## src/rtl/alu8_pkg.sv

```systemverilog
package alu8_pkg;
    localparam int DATA_W = 8;
    localparam int NIB_W  = DATA_W / 2;
    localparam int CODE_W = 4;
    localparam int PSW_W  = 2 * DATA_W;

    // bit positions inside the packed flag byte
    localparam int POS_S  = 7;
    localparam int POS_Z  = 6;
    localparam int POS_AC = 4;
    localparam int POS_P  = 2;
    localparam int POS_CY = 0;
    localparam int POS_ONE = 1;

    typedef enum logic [CODE_W-1:0] {
        OP_MOVE = 4'd0,
        OP_ADD  = 4'd1,
        OP_ADC  = 4'd2,
        OP_SUB  = 4'd3,
        OP_SBB  = 4'd4,
        OP_AND  = 4'd5,
        OP_OR   = 4'd6,
        OP_XOR  = 4'd7,
        OP_CMP  = 4'd8,
        OP_INC  = 4'd9,
        OP_DEC  = 4'd10,
        OP_RAL  = 4'd11
    } alu_op_e;

    typedef enum logic [1:0] {
        LG_AND = 2'd0,
        LG_OR  = 2'd1,
        LG_XOR = 2'd2
    } logic_sel_e;

    typedef struct packed {
        logic s;
        logic z;
        logic ac;
        logic p;
        logic cy;
    } flags_t;

    typedef struct packed {
        logic [DATA_W-1:0] acc;
        flags_t            flg;
    } core_state_t;

    function automatic logic [DATA_W-1:0] pack_flags(input flags_t f);
        logic [DATA_W-1:0] v;
        v          = '0;
        v[POS_S]   = f.s;
        v[POS_Z]   = f.z;
        v[POS_AC]  = f.ac;
        v[POS_P]   = f.p;
        v[POS_CY]  = f.cy;
        v[POS_ONE] = 1'b1;
        return v;
    endfunction
endpackage

```

## src/rtl/alu8_addsub.sv

```systemverilog
module alu8_addsub #(
    parameter int W = 8
) (
    input  logic [W-1:0] a_i,
    input  logic [W-1:0] b_i,
    input  logic         cin_i,
    input  logic         sub_i,
    output logic [W-1:0] sum_o,
    output logic         half_co_o,
    output logic         full_co_o
);
    localparam int H  = W / 2;
    localparam int HW = W - H;

    logic [W-1:0] b_eff;
    logic         c_eff;
    logic [H:0]   lo_sum;
    logic [HW:0]  hi_sum;

    // subtraction as a + ~b + ~borrow; carries come out inverted as borrows
    always_comb begin
        b_eff  = sub_i ? ~b_i : b_i;
        c_eff  = cin_i ^ sub_i;
        lo_sum = {1'b0, a_i[H-1:0]} + {1'b0, b_eff[H-1:0]} + {{H{1'b0}}, c_eff};
        hi_sum = {1'b0, a_i[W-1:H]} + {1'b0, b_eff[W-1:H]} + {{HW{1'b0}}, lo_sum[H]};
        sum_o     = {hi_sum[HW-1:0], lo_sum[H-1:0]};
        half_co_o = lo_sum[H];
        full_co_o = hi_sum[HW];
    end
endmodule

```

## src/rtl/alu8_bitwise.sv

```systemverilog
module alu8_bitwise
    import alu8_pkg::*;
#(
    parameter int W = 8
) (
    input  logic [W-1:0] a_i,
    input  logic [W-1:0] b_i,
    input  logic_sel_e   sel_i,
    output logic [W-1:0] y_o
);
    always_comb begin
        unique case (sel_i)
            LG_AND:  y_o = a_i & b_i;
            LG_OR:   y_o = a_i | b_i;
            LG_XOR:  y_o = a_i ^ b_i;
            default: y_o = a_i & b_i;
        endcase
    end
endmodule

```

## src/rtl/alu8_resflags.sv

```systemverilog
module alu8_resflags #(
    parameter int W = 8
) (
    input  logic [W-1:0] y_i,
    output logic         s_o,
    output logic         z_o,
    output logic         p_o
);
    always_comb begin
        s_o = y_i[W-1];
        z_o = (y_i == '0);
        p_o = ~(^y_i);
    end
endmodule

```

## src/rtl/alu8_psw_core.sv

```systemverilog
module alu8_psw_core
    import alu8_pkg::*;
#(
    parameter int DW = DATA_W
) (
    input  logic              clk,
    input  logic              rst_n,
    input  logic              op_valid,
    input  logic [CODE_W-1:0] op_code,
    input  logic [DW-1:0]     opnd_b,
    output logic [DW-1:0]     acc_o,
    output logic [DW-1:0]     flag_o,
    output logic [2*DW-1:0]   psw_o
);
    core_state_t st_q, st_d;
    alu_op_e     op;

    logic [DW-1:0] as_b, as_sum, lg_y, sel_y;
    logic          as_cin, as_sub, as_hc, as_fc;
    logic          r_s, r_z, r_p;
    logic_sel_e    lg_sel;

    assign op = alu_op_e'(op_code);

    // operand steering for the shared adder/subtractor
    always_comb begin
        as_b   = opnd_b;
        as_cin = 1'b0;
        as_sub = 1'b0;
        unique case (op)
            OP_ADC: as_cin = st_q.flg.cy;
            OP_SUB, OP_CMP: as_sub = 1'b1;
            OP_SBB: begin as_sub = 1'b1; as_cin = st_q.flg.cy; end
            OP_INC: begin as_b = '0; as_cin = 1'b1; end
            OP_DEC: begin as_b = '0; as_cin = 1'b1; as_sub = 1'b1; end
            default: ;
        endcase
        unique case (op)
            OP_OR:   lg_sel = LG_OR;
            OP_XOR:  lg_sel = LG_XOR;
            default: lg_sel = LG_AND;
        endcase
    end

    alu8_addsub #(.W(DW)) u_addsub (
        .a_i(st_q.acc), .b_i(as_b), .cin_i(as_cin), .sub_i(as_sub),
        .sum_o(as_sum), .half_co_o(as_hc), .full_co_o(as_fc)
    );

    alu8_bitwise #(.W(DW)) u_bitwise (
        .a_i(st_q.acc), .b_i(opnd_b), .sel_i(lg_sel), .y_o(lg_y)
    );

    assign sel_y = (op == OP_AND || op == OP_OR || op == OP_XOR) ? lg_y : as_sum;

    alu8_resflags #(.W(DW)) u_resflags (
        .y_i(sel_y), .s_o(r_s), .z_o(r_z), .p_o(r_p)
    );

    // next-state computation
    always_comb begin
        st_d = st_q;
        if (op_valid) begin
            unique case (op)
                OP_MOVE: st_d.acc = opnd_b;
                OP_ADD, OP_ADC: begin
                    st_d.acc    = as_sum;
                    st_d.flg    = '{s: r_s, z: r_z, ac: as_hc, p: r_p, cy: as_fc};
                end
                OP_SUB, OP_SBB: begin
                    st_d.acc    = as_sum;
                    st_d.flg    = '{s: r_s, z: r_z, ac: ~as_hc, p: r_p, cy: ~as_fc};
                end
                OP_CMP:
                    st_d.flg    = '{s: r_s, z: r_z, ac: ~as_hc, p: r_p, cy: ~as_fc};
                OP_AND, OP_OR, OP_XOR: begin
                    st_d.acc    = lg_y;
                    st_d.flg    = '{s: r_s, z: r_z, ac: 1'b0, p: r_p, cy: 1'b0};
                end
                OP_INC: begin
                    st_d.acc    = as_sum;
                    st_d.flg    = '{s: r_s, z: r_z, ac: as_hc, p: r_p, cy: st_q.flg.cy};
                end
                OP_DEC: begin
                    st_d.acc    = as_sum;
                    st_d.flg    = '{s: r_s, z: r_z, ac: ~as_hc, p: r_p, cy: st_q.flg.cy};
                end
                OP_RAL: begin
                    st_d.acc    = {st_q.acc[DW-2:0], st_q.flg.cy};
                    st_d.flg.cy = st_q.acc[DW-1];
                end
                default: ;
            endcase
        end
    end

    always_ff @(posedge clk or negedge rst_n) begin
        if (!rst_n) st_q <= '0;
        else        st_q <= st_d;
    end

    assign acc_o  = st_q.acc;
    assign flag_o = pack_flags(st_q.flg);
    assign psw_o  = {acc_o, flag_o};

    // ---------------- assertions ----------------
    logic op_writes_flags;
    assign op_writes_flags = op_valid && (op_code >= 4'd1) && (op_code <= 4'd10) && (op_code != 4'd8);

    assert_fixed_bits_R2: assert property (@(posedge clk) disable iff (!rst_n)
        flag_o[5] == 1'b0 && flag_o[3] == 1'b0 && flag_o[1] == 1'b1);

    assert_logic_clears_cy_R5: assert property (@(posedge clk) disable iff (!rst_n)
        (op_valid && op_code >= 4'd5 && op_code <= 4'd7) |=> (flag_o[0] == 1'b0 && flag_o[4] == 1'b0));

    assert_cmp_keeps_acc_R6: assert property (@(posedge clk) disable iff (!rst_n)
        (op_valid && op_code == 4'd8) |=> $stable(acc_o));

    assert_incdec_keeps_cy_R7: assert property (@(posedge clk) disable iff (!rst_n)
        (op_valid && (op_code == 4'd9 || op_code == 4'd10)) |=> $stable(flag_o[0]));

    assert_ral_moves_carry_R8: assert property (@(posedge clk) disable iff (!rst_n)
        (op_valid && op_code == 4'd11) |=> (flag_o[0] == $past(acc_o[7]) && acc_o[0] == $past(flag_o[0])));

    assert_result_flags_R9: assert property (@(posedge clk) disable iff (!rst_n)
        op_writes_flags |=> (flag_o[7] == acc_o[7] && flag_o[6] == (acc_o == '0) && flag_o[2] == ~(^acc_o)));

    assert_move_keeps_flags_R10: assert property (@(posedge clk) disable iff (!rst_n)
        (op_valid && op_code == 4'd0) |=> ($stable(flag_o) && acc_o == $past(opnd_b)));

    assert_idle_holds_R10: assert property (@(posedge clk) disable iff (!rst_n)
        (!op_valid || op_code >= 4'd12) |=> $stable(psw_o));
endmodule

```

## config.mk

```make
export PLATFORM = sky130hd
export DESIGN_NAME = alu8_psw_core
export DESIGN_NICKNAME = d
export VERILOG_FILES = /design/src/rtl/alu8_pkg.sv /design/src/rtl/alu8_addsub.sv /design/src/rtl/alu8_bitwise.sv /design/src/rtl/alu8_resflags.sv /design/src/rtl/alu8_psw_core.sv
export SDC_FILE = /design/constraint.sdc
export NUM_CORES = 1
export LEC_CHECK = 0
export BUFFER_PORTS_ARGS = -buffer_cell sky130_fd_sc_hd__buf_2
export CORE_UTILIZATION = 45
export DETAILED_ROUTE_END_ITERATION = 8
export GPL_ROUTABILITY_DRIVEN = 0
export PLACE_DENSITY = 0.67
export SYNTH_ARGS = -nofsm -noshare
export SYNTH_HDL_FRONTEND = slang
export SYNTH_HIERARCHICAL = 1
export SYNTH_SLANG_ARGS = --single-unit
```

## constraint.sdc

```tcl
create_clock -name clk -period 5.37 [get_ports clk]
set_input_delay 1.074 -clock clk [delete_from_list [all_inputs] [get_ports clk]]
set_output_delay 1.074 -clock clk [all_outputs]
set_load 0.01 [all_outputs]
```

**After elaboration in Yosys (flattened, before gate mapping)**

Cells that the tools add are included.

- Register bits after elaboration: 13
- Bits in latches: 0
- RAM bits: 0
- Memory bits (read-only): 0
- Output and inout bits: 32
- Memories: 0

- Add/sub/neg operators: 4
- Multiply operators: 0
- Div/mod/pow operators: 0
- Order comparisons: 0
- Eq/ne operators: 13
- Shift operators: 0
- Muxes and demuxes: 10
- Bitwise gates (word level): 8
- Reduce and logical (&&, ||, !) cells: 19

Operators with widths:

| cell | count |
|---|---|
| one-hot mux 8 bit (4 select lines) | 1 |
| 2-to-1 mux 8 bit | 3 |
| == test 4 x 3 -> 1 bit (second input constant) | 4 |
| == test 4 bit (second input constant) | 4 |
| one-hot mux 8 bit (2 select lines) | 1 |
| one-hot mux 4 bit (3 select lines) | 1 |
| adder 4 x 4 -> 5 bit | 2 |
| adder 5 x 1 -> 5 bit | 2 |
| OR reduction 3 bit | 3 |
| AND 8 bit | 1 |
| == test 4 x 2 -> 1 bit (second input constant) | 2 |
| logical NOT 8 bit | 1 |
| NOT 8 bit | 1 |
| bitwise OR 8 bit | 1 |
| nonzero test 4 bit | 2 |
| parity 8 bit | 1 |
| XOR 8 bit | 1 |
| AND reduction 2 bit | 3 |
| OR reduction 2 bit | 3 |
| OR reduction 6 bit | 1 |
| == test 4 x 1 -> 1 bit (second input constant) | 1 |
| logical NOT 4 bit | 1 |
| one-hot mux 1 bit (4 select lines) | 1 |
| one-hot mux 2 bit (2 select lines) | 1 |
| 9 further kinds | 12 |

**Longest topological paths before layout**

Gate-level depths: netlist of the first run.

- Depth after elaboration: 12
- Mapped depth: 23

**Cells and area by module**

Netlist of the first run, hierarchy kept.

Modules (own cells, without submodules):

| module | times used | cells an instance | area each (um^2) | sequential area each (um^2) |
|---|---|---|---|---|
| alu8_psw_core | 1 | 172 | 1,405.1 | 325.3 |
| alu8_bitwise | 1 | 70 | 481.7 | 0.0 |
| alu8_addsub | 1 | 43 | 374.1 | 0.0 |
| alu8_resflags | 1 | 17 | 122.6 | 0.0 |

**Worst setup path before layout of the first run**

Ideal clock, no wire load.

- Path kind: input to register
- Start point: input port op_code[2]
- End point: register st_q, in the netlist flag_o[2]
- Library setup time: 0.125 ns
- Data arrival time: 5.342 ns
- Slack: -0.096 ns
- Stages: 20
- Buffers on the path: 2
- Cells stage by stage: buf_2 > buf_2 > nand2_1 > or4b_2 > o21ai_0 > xnor2_1 > fa_1 > fa_1 > nor2b_1 > o21ai_1 > nor2b_1 > fa_1 > inv_1 > fa_1 > mux2_2 > inv_1 > ha_1 > xnor2_1 > xnor2_1 > mux2_2

- Elaborated cells between the ends (all ways): 37
- Classes of those cells: add/sub: 4; eq/ne: 12; mux: 8; bitwise: 3; reduce/logical: 10

RTL lines:

| what | line | source |
|---|---|---|
| from (decl) | alu8_psw_core.sv:9 | `input logic [CODE_W-1:0] op_code,` |
| == test 4 bit (tied with other cells) | alu8_psw_core.sv:30 | `unique case (op)` |
| OR reduction 2 bit (no line) | -- |  |
| one-hot mux 1 bit (2 select lines) * | alu8_psw_core.sv:30 |  |
| via as_cin | alu8_psw_core.sv:19 | `logic as_cin, as_sub, as_hc, as_fc;` |
| XOR 1 bit * | alu8_addsub.sv:23 | `c_eff = cin_i ^ sub_i;` |
| adder 5 x 1 -> 5 bit * | alu8_addsub.sv:24 | `lo_sum = {1'b0, a_i[H-1:0]} + {1'b0, b_eff[H-1:0]} + {{H{1'b0}}, c_eff};` |
| adder 5 x 1 -> 5 bit * | alu8_addsub.sv:25 | `hi_sum = {1'b0, a_i[W-1:H]} + {1'b0, b_eff[W-1:H]} + {{HW{1'b0}}, lo_sum[H]};` |
| via as_sum[5] | alu8_psw_core.sv:18 | `logic [DW-1:0] as_b, as_sum, lg_y, sel_y;` |
| 2-to-1 mux 8 bit * | alu8_psw_core.sv:54 | `assign sel_y = (op == OP_AND \|\| op == OP_OR \|\| op == OP_XOR) ? lg_y : as_sum;` |
| via sel_y[5] | alu8_psw_core.sv:18 |  |
| parity 8 bit * | alu8_resflags.sv:12 | `p_o = ~(^y_i);` |
| NOT 1 bit * | alu8_resflags.sv:12 |  |
| via r_p | alu8_psw_core.sv:20 | `logic r_s, r_z, r_p;` |
| one-hot mux 4 bit (3 select lines) * | alu8_psw_core.sv:64 | `unique case (op)` |
| to (signal assigned) | alu8_psw_core.sv:99 | `else st_q <= st_d;` |
| to (decl) | alu8_psw_core.sv:15 | `core_state_t st_q, st_d;` |

Mark *: on every way through the listed nets, which the timed path passes. The rest lies on a longest branch. The select of a mux whose other input is x is not followed.
A chain may end at the register's enable or synchronous reset.

**Worst setup path in the final report of the first run**

- Start point: input port op_code[3]
- End point: register st_q, in the netlist flag_o[2]

The elaborated chain is that of the path after synthesis.

==> results of run 1 <==
-- cell type report --
type	instances	share of cell area, %
multi-input cells	220	66.0
flip-flops and latches	13	12.5
repair buffers	51	10.8
inverters	39	5.60
well taps	70	3.35
clock buffers	4	1.72
-- power by group through the flow --
stage / sequential [mW] / clock (mW) / combinational [mW]
after floorplan: 0.182 / 0 / 0.508
after global placement: 0.177 / 0 / 0.620
final: 0.177 / 0.0982 / 0.671
after detailed placement: 0.179 / 0 / 0.639
after global routing: 0.184 / 0.106 / 0.748
after CTS: 0.177 / 0.100 / 0.643
-- Yosys cell counts, types with 2 or more instances --
library cell	count	share of area, %
nor4_1	2	0.52
o21a_1	2	0.63
buf_4	21	6.6
nor2_1	15	2.4
inv_1	38	6.0
clkbuf_1	6	0.94
buf_2	4	0.84
ha_1	28	15
and3_1	2	0.52
fa_1	4	3.4
nor2b_1	11	2.9
mux2_2	11	5.2
nand3_1	2	0.42
nand2b_1	11	2.9
nor3b_1	2	0.63
a21o_1	19	6.0
a31oi_1	11	2.9
a32o_1	7	2.9
o21ai_0	13	2.7
dfrtp_1	13	14
a21oi_1	8	1.7
and2_1	11	2.9
a221o_1	7	2.9
xor2_1	8	2.9
xnor2_1	9	3.3
nand2_1	14	2.2
conb_1	2	0.32
-- kinds of logic (layout without fill, tap and decap cells) --
group,Yosys count,after routing,synth area share (%)
compound gates,76,76,22.8
flops,13,13,13.6
simple gates,76,76,17.3
other cells,2,6,0.315
buf+inv,73,94,15.4
fa+ha+maj,32,32,18.1
xor+xnor,18,18,6.93
mux,12,12,5.62
-- layout by cell type (no fill, tap or decap), drive strengths merged, types with 2 or more instances in the layout --
master,netlist,routed
a21o,20,20
a21oi,8,8
a221o,8,8
a31oi,11,11
a32o,7,7
and2,11,11
and3,2,2
buf,27,51
clkbuf,7,4
conb,2,6
dfrtp,13,13
fa,4,4
ha,28,28
inv,39,39
mux2,11,11
nand2,14,14
nand2b,11,11
nand3,2,2
nor2,16,16
nor2b,11,11
nor3b,2,2
nor4,2,2
o21a,2,2
o21ai,14,14
xnor2,9,9
xor2,9,9
-- through the flow --
| stage | TNS, ns | util, % |
|---|---|---|
| floorplan | 0 | - |
| global placement | 0 | 50.0 |
| detailed placement | -0.134 | 50.0 |
| CTS | 0 | 50.8 |
| global route | 0 | 51.2 |
| finish | 0 | 51.2 |
-- what timing repair did --
item,CTS,global route
setup buffers,0,0
gates resized for setup,0,3
setup endpoints to repair,0,1
-- per-layer routing --
metal	up-vias	global-route usage, %	share of wire (%)
met5	-	0	0
met4	0	7.97	1.1
met3	10	2.01	4.1
met2	62	37.7	48
met1	1011	31.8	47
li1	1053	-	-
-- state kept, by name (all words and copies together) (netlist names) --
signal and cells:
flag_o 5, acc_o 8
-- worst max-delay path: cells and delay by family --
kind	cells	cell delay [ns]
AOI/OAI and AO/OA	2	0.20
xor gates and xnor gates	3	0.39
adders and majority gates	5	1.79
buffers and inverters	4	0.33
muxes	2	0.55
and+or+nand+nor	4	0.99
-- how the worst min path moves through the flow --
stage / to / start / slack [ns] / cells after the start
3_3_place_gp: flag_o[7]$_DFFE_PN0P_ / flag_o[7]$_DFFE_PN0P_ / 0.51 / 1
3_5_place_dp: flag_o[6]$_DFFE_PN0P_ / flag_o[6]$_DFFE_PN0P_ / 0.52 / 1
6_report: flag_o[6]$_DFFE_PN0P_ / flag_o[6]$_DFFE_PN0P_ / 0.53 / 1
5_1_grt: flag_o[6]$_DFFE_PN0P_ / flag_o[6]$_DFFE_PN0P_ / 0.57 / 1
2_1_floorplan: flag_o[2]$_DFFE_PN0P_ / flag_o[2]$_DFFE_PN0P_ / 0.57 / 1
4_1_cts: flag_o[6]$_DFFE_PN0P_ / flag_o[6]$_DFFE_PN0P_ / 0.54 / 1
==> flow_summary_export.csv, run 1 <==
group,metric,value,unit
outcome,run_status,"finished clean",
pwr,p_switching,0.429,mW
placed_design,postPlaceCellArea,0.00255,mm^2
routing,first_iter_violations,147,
cts,holdBufCountCts,0,
pwr,vdd_drop_max,0.000169,V
routing,drtAntennaViolNets,0,
sta,setup_slack,0.186,ns
worst_setup_path,worstPathCellList,"buf_2 -> inv_1 -> nand2_1 -> or4b_2 -> o21ai_0 -> xnor2_1 -> fa_2 -> fa_2 -> nor2b_1 -> o21ai_1 -> nor2b_1 -> fa_1 -> inv_1 -> fa_1 -> mux2_2 -> inv_1 -> ha_1 -> xnor2_2 -> xnor2_1 -> mux2_2",
die,die_area,0.00559,mm^2
routing,route.detailed.drc,0,
logic_synthesis,synthArstFlopShare,100,%
worst_setup_path,startpoint,"op_code[3]",
logic_synthesis,ys_types,48,
cts,clkTransAtPathRegs,0.07,ns
cts,clock_latency,0.26,ns
die,chipHeight,74.8,um
worst_setup_path,worst_ep_arrival_time,5.33,ns
sta,skew,0.00407,ns
sta,fin_crit,5.18,ns
die,start_util,46.7,%
sta,final-hold-violation-count,0,
placed_design,place_ws,-0.134,ns
worst_setup_path,rrSetupSlack,0.84,ns
sta,tightest_slew,1.07,ns
grt,antenna_found_initial,0,
logic_synthesis,syn_area,0.00238,mm^2
worst_setup_path,crit_slowest_cell,"or4b_2",
worst_setup_path,setup.worst_path.class,"input port to flop",
worst_setup_path,rr_worst_depth,17,
placed_design,dp_cells,393,
grt,grt_pass1_wl,9.58,mm
cts,cts_root_buf,"clkbuf_8",
cells_and_area,regArea,325,um^2
logic_synthesis,yosysWarningCount,6,
job,max_cap_viol_count,0,
pwr,powerDensity,362,mW/mm^2
sta,rsz0062_at_grt,"false",
placed_design,io_buffers,40,
grt,grt_max_degree,20,
cells_and_area,final_cells,397,
pwr,finalPower,0.947,mW
cts,cts_tree,"yes",
worst_setup_path,crit_end,"flag_o[2]$_DFFE_PN0P_",
logic_synthesis,synth_area_per_cell,7.89,um^2
min_path,min_path_type,"flop to flop",
sta,fmax,0.193,GHz
pwr,clockPowerShare,10.4,%
die,die_w,74.8,um
worst_setup_path,slowest_delay,0.62,ns
worst_setup_path,crit_path_frequent_cell,"inv_1",
routing,num_vias,2136,
routing,routed_wl,6.07,mm
grt,gr-total-overflow,0,
cells_and_area,areaGrowthSynthToFinish,9.61,%
placed_design,dp_hpwl,4.45,mm
sta,hold_slack,0.529,ns
sta,maxSlewViolCount,0,
cts,cts_buffers,3,
pwr,power_leakage,1.37,nW
worst_setup_path,timing.rr.end,"flag_o[2]$_DFFE_PN0P_",
cells_and_area,fin_area,0.00261,mm^2
routing,wire_per_inst,15.3,um
worst_setup_path,r2r_start,"flag_o[0]$_DFFE_PN0P_",
cells_and_area,multi_input_area,0.00173,mm^2
worst_setup_path,crit_required,5.51,ns
cells_and_area,nets,375,
pwr,switching_share,45.3,%
cts,clock-sinks,13,
sta,min_period_over_period,96.5,%
logic_synthesis,synth-seq-cells,13,
cts,htreeDepth,1,
logic_synthesis,seq_area_frac_synth,13.6,%
sta,slew-limit-headroom,28.4,%
routing,drtPass1Iterations,4,
logic_synthesis,ys.flop_type,"dfrtp_1",
cts,clk_path_buf_depth,2,
worst_setup_path,endpoint_kind,"flop",
grt,track_usage,23.0,%
die,io_pins,47,
cells_and_area,antenna_cells,0,
worst_setup_path,start_kind,"input port",
logic_synthesis,synth_edf_count,0,
pwr,p_comb_share,70.9,%
pwr,p_seq_share,18.7,%
grt,grt_pass1_vias,1963,
die,rows,26,
die,core-area,0.00511,mm^2
sta,setup_viol,0,
worst_setup_path,crit_fanout,2,
routing,vias_per_cell,5.38,
logic_synthesis,netlist_instances,302,
pwr,cellInternalPower,0.517,mW
cells_and_area,drive_gt1_share,22.9,%
cells_and_area,n_fill_cell,510,
Note: power is estimated with default switching activity, not from simulation.
==> inputs of run 2 (changes only) <==
--- a/config.mk
+++ b/config.mk
@@ -5,6 +5,7 @@
 export SDC_FILE = /design/constraint.sdc
 export NUM_CORES = 1
 export LEC_CHECK = 0
+export ABC_AREA = 1
 export BUFFER_PORTS_ARGS = -buffer_cell sky130_fd_sc_hd__buf_2
 export CORE_UTILIZATION = 45
 export DETAILED_ROUTE_END_ITERATION = 8
==> run 2 against run 1 <==
Effect of this change: area after synthesis rose by 2.1%; clock power fell by 5.8%; critical endpoint unchanged; die area rose by 2.0%; highest routed layer unchanged; fmax rose by 9.8%; non-clock buffer count fell by 10.
==> flow_summary_export.csv, run 2 <==
group,metric,value,unit
outcome,run_status,"finished clean",
worst_setup_path,crit_path_frequent_cell,"nand2_1",
routing,vias_per_cell,4.59,
cts,post_cts_resized,0,
pwr,vdd_drop_max,0.000139,V
cts,cts_tree,"yes",
worst_setup_path,worst_ep_arrival_time,4.91,ns
routing,wire_per_inst,10.5,um
worst_setup_path,endpoint_kind,"flop",
routing,routed_wl,5.27,mm
placed_design,postPlaceCellArea,0.00252,mm^2
logic_synthesis,synth-compound-area-share,7.71,%
worst_setup_path,timing.rr.end,"flag_o[2]$_DFFE_PN0P_",
worst_setup_path,crit_required,5.55,ns
routing,first_iter_violations,181,
worst_setup_path,crit_family,"adder cells",
cts,clk_path_buf_depth,2,
sta,slew-limit-headroom,47.1,%
logic_synthesis,netlist_instances,409,
die,rows,26,
grt,grt_pass1_wl,8.63,mm
routing,route.met2.wl,2.53,mm
job,max_cap_viol_count,0,
grt,antenna_found_initial,0,
cells_and_area,largest_reg_flops,8,
logic_synthesis,yosys.cell_count.top_type,"nand2_1",
sta,fin_crit,4.72,ns
logic_synthesis,synth_edf_count,0,
logic_synthesis,synth_top_area_share,24.8,%
cts,clkTransAtPathRegs,0.06,ns
worst_setup_path,rr_worst_depth,24,
logic_synthesis,synthAdderAreaFrac,17.7,%
die,core-area,0.00517,mm^2
sta,rsz0062_at_grt,"false",
pwr,powerDensity,299,mW/mm^2
grt,gr-total-overflow,0,
cts,htreeDepth,1,
die,chipHeight,75.5,um
grt,grt_pass1_vias,1992,
cells_and_area,drive_gt1_share,15.6,%
logic_synthesis,synth_common_cells,"nand2_1 (161), inv_1 (76), ha_1 (28)",
grt,grt_max_degree,26,
placed_design,dp_hpwl,4.14,mm
sta,fmax,0.212,GHz
worst_setup_path,crit_buf_inv,7,
cells_and_area,fin_area,0.00257,mm^2
die,die_w,75.5,um
sta,final-hold-violation-count,0,
min_path,hold_depth,2,
cells_and_area,nets,478,
logic_synthesis,synth_area_leaders,"nand2_1 (25%), ha_1 (14%), dfrtp_1 (13%), inv_1 (12%), buf_4 (7.1%)",
logic_synthesis,synth-seq-cells,13,
sta,tns,0,ns
routing,route.detailed.drc,0,
logic_synthesis,seq_area_frac_synth,13.4,%
routing,drtPass1Iterations,4,
cells_and_area,areaGrowthSynthToFinish,5.50,%
worst_setup_path,crit_fanout,11,
logic_synthesis,synthArstFlopShare,100,%
logic_synthesis,syn_area,0.00243,mm^2
min_path,min-delay-start,"flag_o[7]$_DFFE_PN0P_",
routing,num_vias,2295,
worst_setup_path,crit_slowest_cell,"fa_1",
cells_and_area,final_cell_mix,"nand2_1 (161), inv_1 (76), buf_2 (40), ha_1 (28), nor2_1 (23)",
logic_synthesis,synth-simple-area-share,34.9,%
worst_setup_path,slowest_delay,0.43,ns
logic_synthesis,synth_top_family_by_area,"simple AND/OR/NAND/NOR gates",
sta,tightest_slew,0.793,ns
logic_synthesis,synth_xor_area_share,4.27,%
min_path,hold_path_end,"flag_o[7]$_DFFE_PN0P_",
sta,setup_viol,0,
cts,cts_root_buf,"clkbuf_8",
logic_synthesis,muxShareOfSynthArea,0,%
pwr,power_leakage,1.65,nW
die,die_area,0.00571,mm^2
sta,min_period_over_period,87.9,%
routing,drtAntennaViolNets,0,
die,io_pins,47,
cts,clock_latency,0.25,ns
worst_setup_path,start_kind,"input port",
cts,post_cts_buffers,0,
sta,maxSlewViolCount,0,
cts,cts_buffers,3,
worst_setup_path,rrSetupSlack,1.65,ns
sta,skew,0.00502,ns
placed_design,io_buffers,40,
logic_synthesis,synth_top_area_cell,"nand2_1",
min_path,min_path_type,"flop to flop",
worst_setup_path,setup.worst_path.class,"input port to flop",
worst_setup_path,r2r_start,"flag_o[0]$_DFFE_PN0P_",
routing,highest_layer,"met4",
logic_synthesis,yosysWarningCount,6,
grt,track_usage,19.8,%
cells_and_area,antenna_cells,0,
routing,met3WireLength,222,um
cts,holdBufCountCts,0,
cells_and_area,final_common_cell,"nand2_1",
cells_and_area,n_fill_cell,560,
cts,clock-sinks,13,
logic_synthesis,ys.flop_type,"dfrtp_1",
routing,wirelength_met1,2.48,mm
logic_synthesis,synth_area_per_cell,5.95,um^2
logic_synthesis,ys_types,28,
die,start_util,47.0,%
## run 2: tightest hold or removal path, cell delays in order, from the launching register on
cell and delay [ns]:
dfrtp_1 0.35, nand2_1 0.06, nand2_1 0.05
## run 2: worst max path at each step
stage	from	to	depth (start not counted)
after floorplan	op_code[1]	flag_o[2]$_DFFE_PN0P_	29
after global placement	op_code[0]	flag_o[2]$_DFFE_PN0P_	28
after detailed placement	op_code[0]	flag_o[2]$_DFFE_PN0P_	29
after CTS	op_code[0]	flag_o[2]$_DFFE_PN0P_	28
after global routing	op_code[0]	flag_o[2]$_DFFE_PN0P_	28
final	op_code[0]	flag_o[2]$_DFFE_PN0P_	29
## run 2: area by class of cell
class,instances,area [um^2],area share (%)
timing repair buffer,41,208,8.09
multi-input combinational,290,1590,62.1
clock buffer,4,45.0,1.75
sequential,13,325,12.7
tap,70,87.6,3.41
inverter,82,308,12.0
## run 2: logic make-up (layout without fill, tap and decap cells)
logic type                 after synthesis  in the layout
DFF                                     13             13
AOI/OAI and AO/OA                       33             33
buffers and inverters                  110            127
xor gates and xnor gates                11             11
other                                    2              6
adders and majority gates               32             32
and+or+nand+nor                        208            208
## run 2: power breakdown
group	total [mW]	switching, mW	internal, mW
Sequential	0.158	0.0359	0.122
Combinational	0.518	0.314	0.203
Clock	0.0925	0.0400	0.0525
Total	0.768	0.390	0.378
## run 2: routing by layer
| layer | vias up | track usage, % |
|---|---|---|
| li1 | 1224 | - |
| met1 | 1021 | 26.0 |
| met5 | - | 0 |
| met3 | 4 | 1.19 |
| met2 | 46 | 35.3 |
| met4 | 0 | 5.14 |
## run 2: metrics by stage
stage,worst slack [ns],total power [mW],std cells,utilization [%],hold slack (ns)
floorplan,0.819,0.580,413,-,0.524
global placement,0.536,0.659,496,48.8,0.469
detailed placement,0.437,0.671,496,48.8,0.471
CTS,0.652,0.772,500,49.6,0.486
global route,0.295,0.861,500,49.6,0.556
finish,0.648,0.768,500,49.6,0.484
==> inputs of run 3 (changes only) <==
==> constraint.sdc (replaced) <==
create_clock -name clk -period 5.37 [get_ports clk]
set_input_delay 0.8055 -clock clk [delete_from_list [all_inputs] [get_ports clk]]
set_output_delay 0.8055 -clock clk [all_outputs]
set_load 0.01 [all_outputs]
==> run 3 against run 2 <==
Effect of this change: hold slack got worse by 0.025 ns; final cell count fell by 0.20%; critical path depth down 1; non-clock buffer count shrank 1; critical path type unchanged; die area unchanged; design area shrank 0.29%; first-iteration DRC count grew 1.7%; sequential share of layout area barely moved.
==> flow_summary_export.csv, run 3 (synthesis results as in run 2) <==
group,metric,value,unit
cells_and_area,drive_gt1_share,15.4,%
die,start_util,47.0,%
sta,setup_slack,0.828,ns
routing,vias_per_cell,4.63,
worst_setup_path,crit_fanout,8,
cts,clock_latency,0.25,ns
placed_design,dp_hpwl,4.16,mm
worst_setup_path,start_kind,"input port",
sta,final-hold-violation-count,0,
worst_setup_path,endpoint_kind,"flop",
cells_and_area,final_cell_mix,"nand2_1 (161), inv_1 (76), buf_2 (40), ha_1 (28), nor2_1 (23)",
cts,clk_path_buf_depth,2,
worst_setup_path,crit_buf_inv,7,
grt,grt_pass1_wl,8.94,mm
die,chipHeight,75.5,um
worst_setup_path,timing.rr.end,"flag_o[2]$_DFFE_PN0P_",
sta,fmax,0.220,GHz
cells_and_area,fin_area,0.00256,mm^2
cts,cts_tree,"yes",
worst_setup_path,crit_path_frequent_cell,"nand2_1",
die,die_area,0.00571,mm^2
placed_design,dp_cells,495,
cts,cts_buffers,3,
routing,wire_per_inst,10.5,um
sta,fin_crit,4.54,ns
cells_and_area,nets,477,
worst_setup_path,crit_slowest_cell,"fa_1",
die,die_w,75.5,um
placed_design,postPlaceCellArea,0.00251,mm^2
cells_and_area,post-route-util,49.5,%
routing,routed_wl,5.22,mm
cts,post_cts_resized,0,
sta,rsz0062_at_grt,"false",
cells_and_area,antenna_cells,0,
cts,clkTransAtPathRegs,0.07,ns
pwr,p_comb_share,67.2,%
pwr,cellInternalPower,0.377,mW
cts,cts_root_buf,"clkbuf_8",
grt,antenna_found_initial,0,
sta,tightest_slew,0.768,ns
routing,drtAntennaViolNets,0,
routing,first_iter_violations,184,
min_path,min_path_type,"input port to async pin",
worst_setup_path,crit_required,5.55,ns
pwr,p_switching,0.390,mW
cts,clock-sinks,13,
sta,min_period_over_period,84.6,%
routing,num_vias,2309,
routing,drtPass1Iterations,4,
routing,route.detailed.drc,0,
pwr,powerDensity,300,mW/mm^2
pwr,vdd_drop_max,0.000149,V
placed_design,io_buffers,40,
sta,tns,0,ns
die,io_pins,47,
worst_setup_path,crit_family,"adder cells",
job,max_cap_viol_count,0,
grt,grt_pass1_vias,2025,
sta,skew,0.00642,ns
cells_and_area,largest_reg_flops,8,
die,rows,26,
cts,htreeDepth,1,
pwr,p_seq_share,20.7,%
worst_setup_path,startpoint,"op_code[3]",
cts,holdBufCountCts,0,
grt,gr-total-overflow,0,
sta,maxSlewViolCount,0,
worst_setup_path,worst_ep_arrival_time,4.73,ns
grt,track_usage,20.4,%
worst_setup_path,rrSetupSlack,1.63,ns
cells_and_area,areaGrowthSynthToFinish,5.19,%
die,core-area,0.00517,mm^2
pwr,clockPowerShare,12.2,%
worst_setup_path,setup.worst_path.class,"input port to flop",
sta,setup_viol,0,
worst_setup_path,slowest_delay,0.45,ns
cts,post_cts_buffers,0,
worst_setup_path,r2r_start,"flag_o[0]$_DFFE_PN0P_",
placed_design,place_ws,0.611,ns
pwr,power_leakage,1.64,nW
sta,slew-limit-headroom,48.8,%
worst_setup_path,rr_worst_depth,24,
pwr,switching_share,50.8,%
cells_and_area,final_common_cell,"nand2_1",
outcome,run_status,"finished clean",
cells_and_area,n_fill_cell,578,
grt,grt_max_degree,26,
cells_and_area,final_cells,499,
==> run 3: worst max-delay path by stage <==
stage / slack [ns] / cells past startpoint / endpoint
floorplan: 1.09 / 29 / flag_o[2]$_DFFE_PN0P_
global placement: 0.73 / 29 / flag_o[2]$_DFFE_PN0P_
detailed placement: 0.61 / 28 / flag_o[2]$_DFFE_PN0P_
CTS: 0.84 / 28 / flag_o[2]$_DFFE_PN0P_
global route: 0.45 / 28 / flag_o[2]$_DFFE_PN0P_
finish: 0.83 / 28 / flag_o[2]$_DFFE_PN0P_
==> run 3: power groups by stage <==
stage | Sequential, mW | Clock (mW) | Combinational, mW
finish | 0.159 | 0.0934 | 0.515
CTS | 0.159 | 0.0969 | 0.516
global route | 0.165 | 0.100 | 0.597
global placement | 0.160 | 0 | 0.498
detailed placement | 0.161 | 0 | 0.511
floorplan | 0.165 | 0 | 0.416
==> run 3: metal layers <==
layer | track usage, % | share of wire, %
met4 | 4.73 | 0.50
met1 | 26.6 | 47
met5 | 0 | 0
met2 | 36.7 | 49
met3 | 1.59 | 3.5
==> run 3: area by class of cell <==
class	count	area, um^2	area share (%)
Timing Repair Buffer	40	200	7.82
Sequential cell	13	325	12.7
Tap cell	70	87.6	3.42
Clock buffer	4	45.0	1.76
Multi-Input combinational cell	290	1590	62.3
Inverter	82	308	12.0
==> run 3: per-stage QoR <==
stage,power (mW),hold WS (ns)
floorplan,0.580,0.510
global placement,0.659,0.470
detailed placement,0.672,0.477
CTS,0.772,0.463
global route,0.862,0.478
finish,0.767,0.459
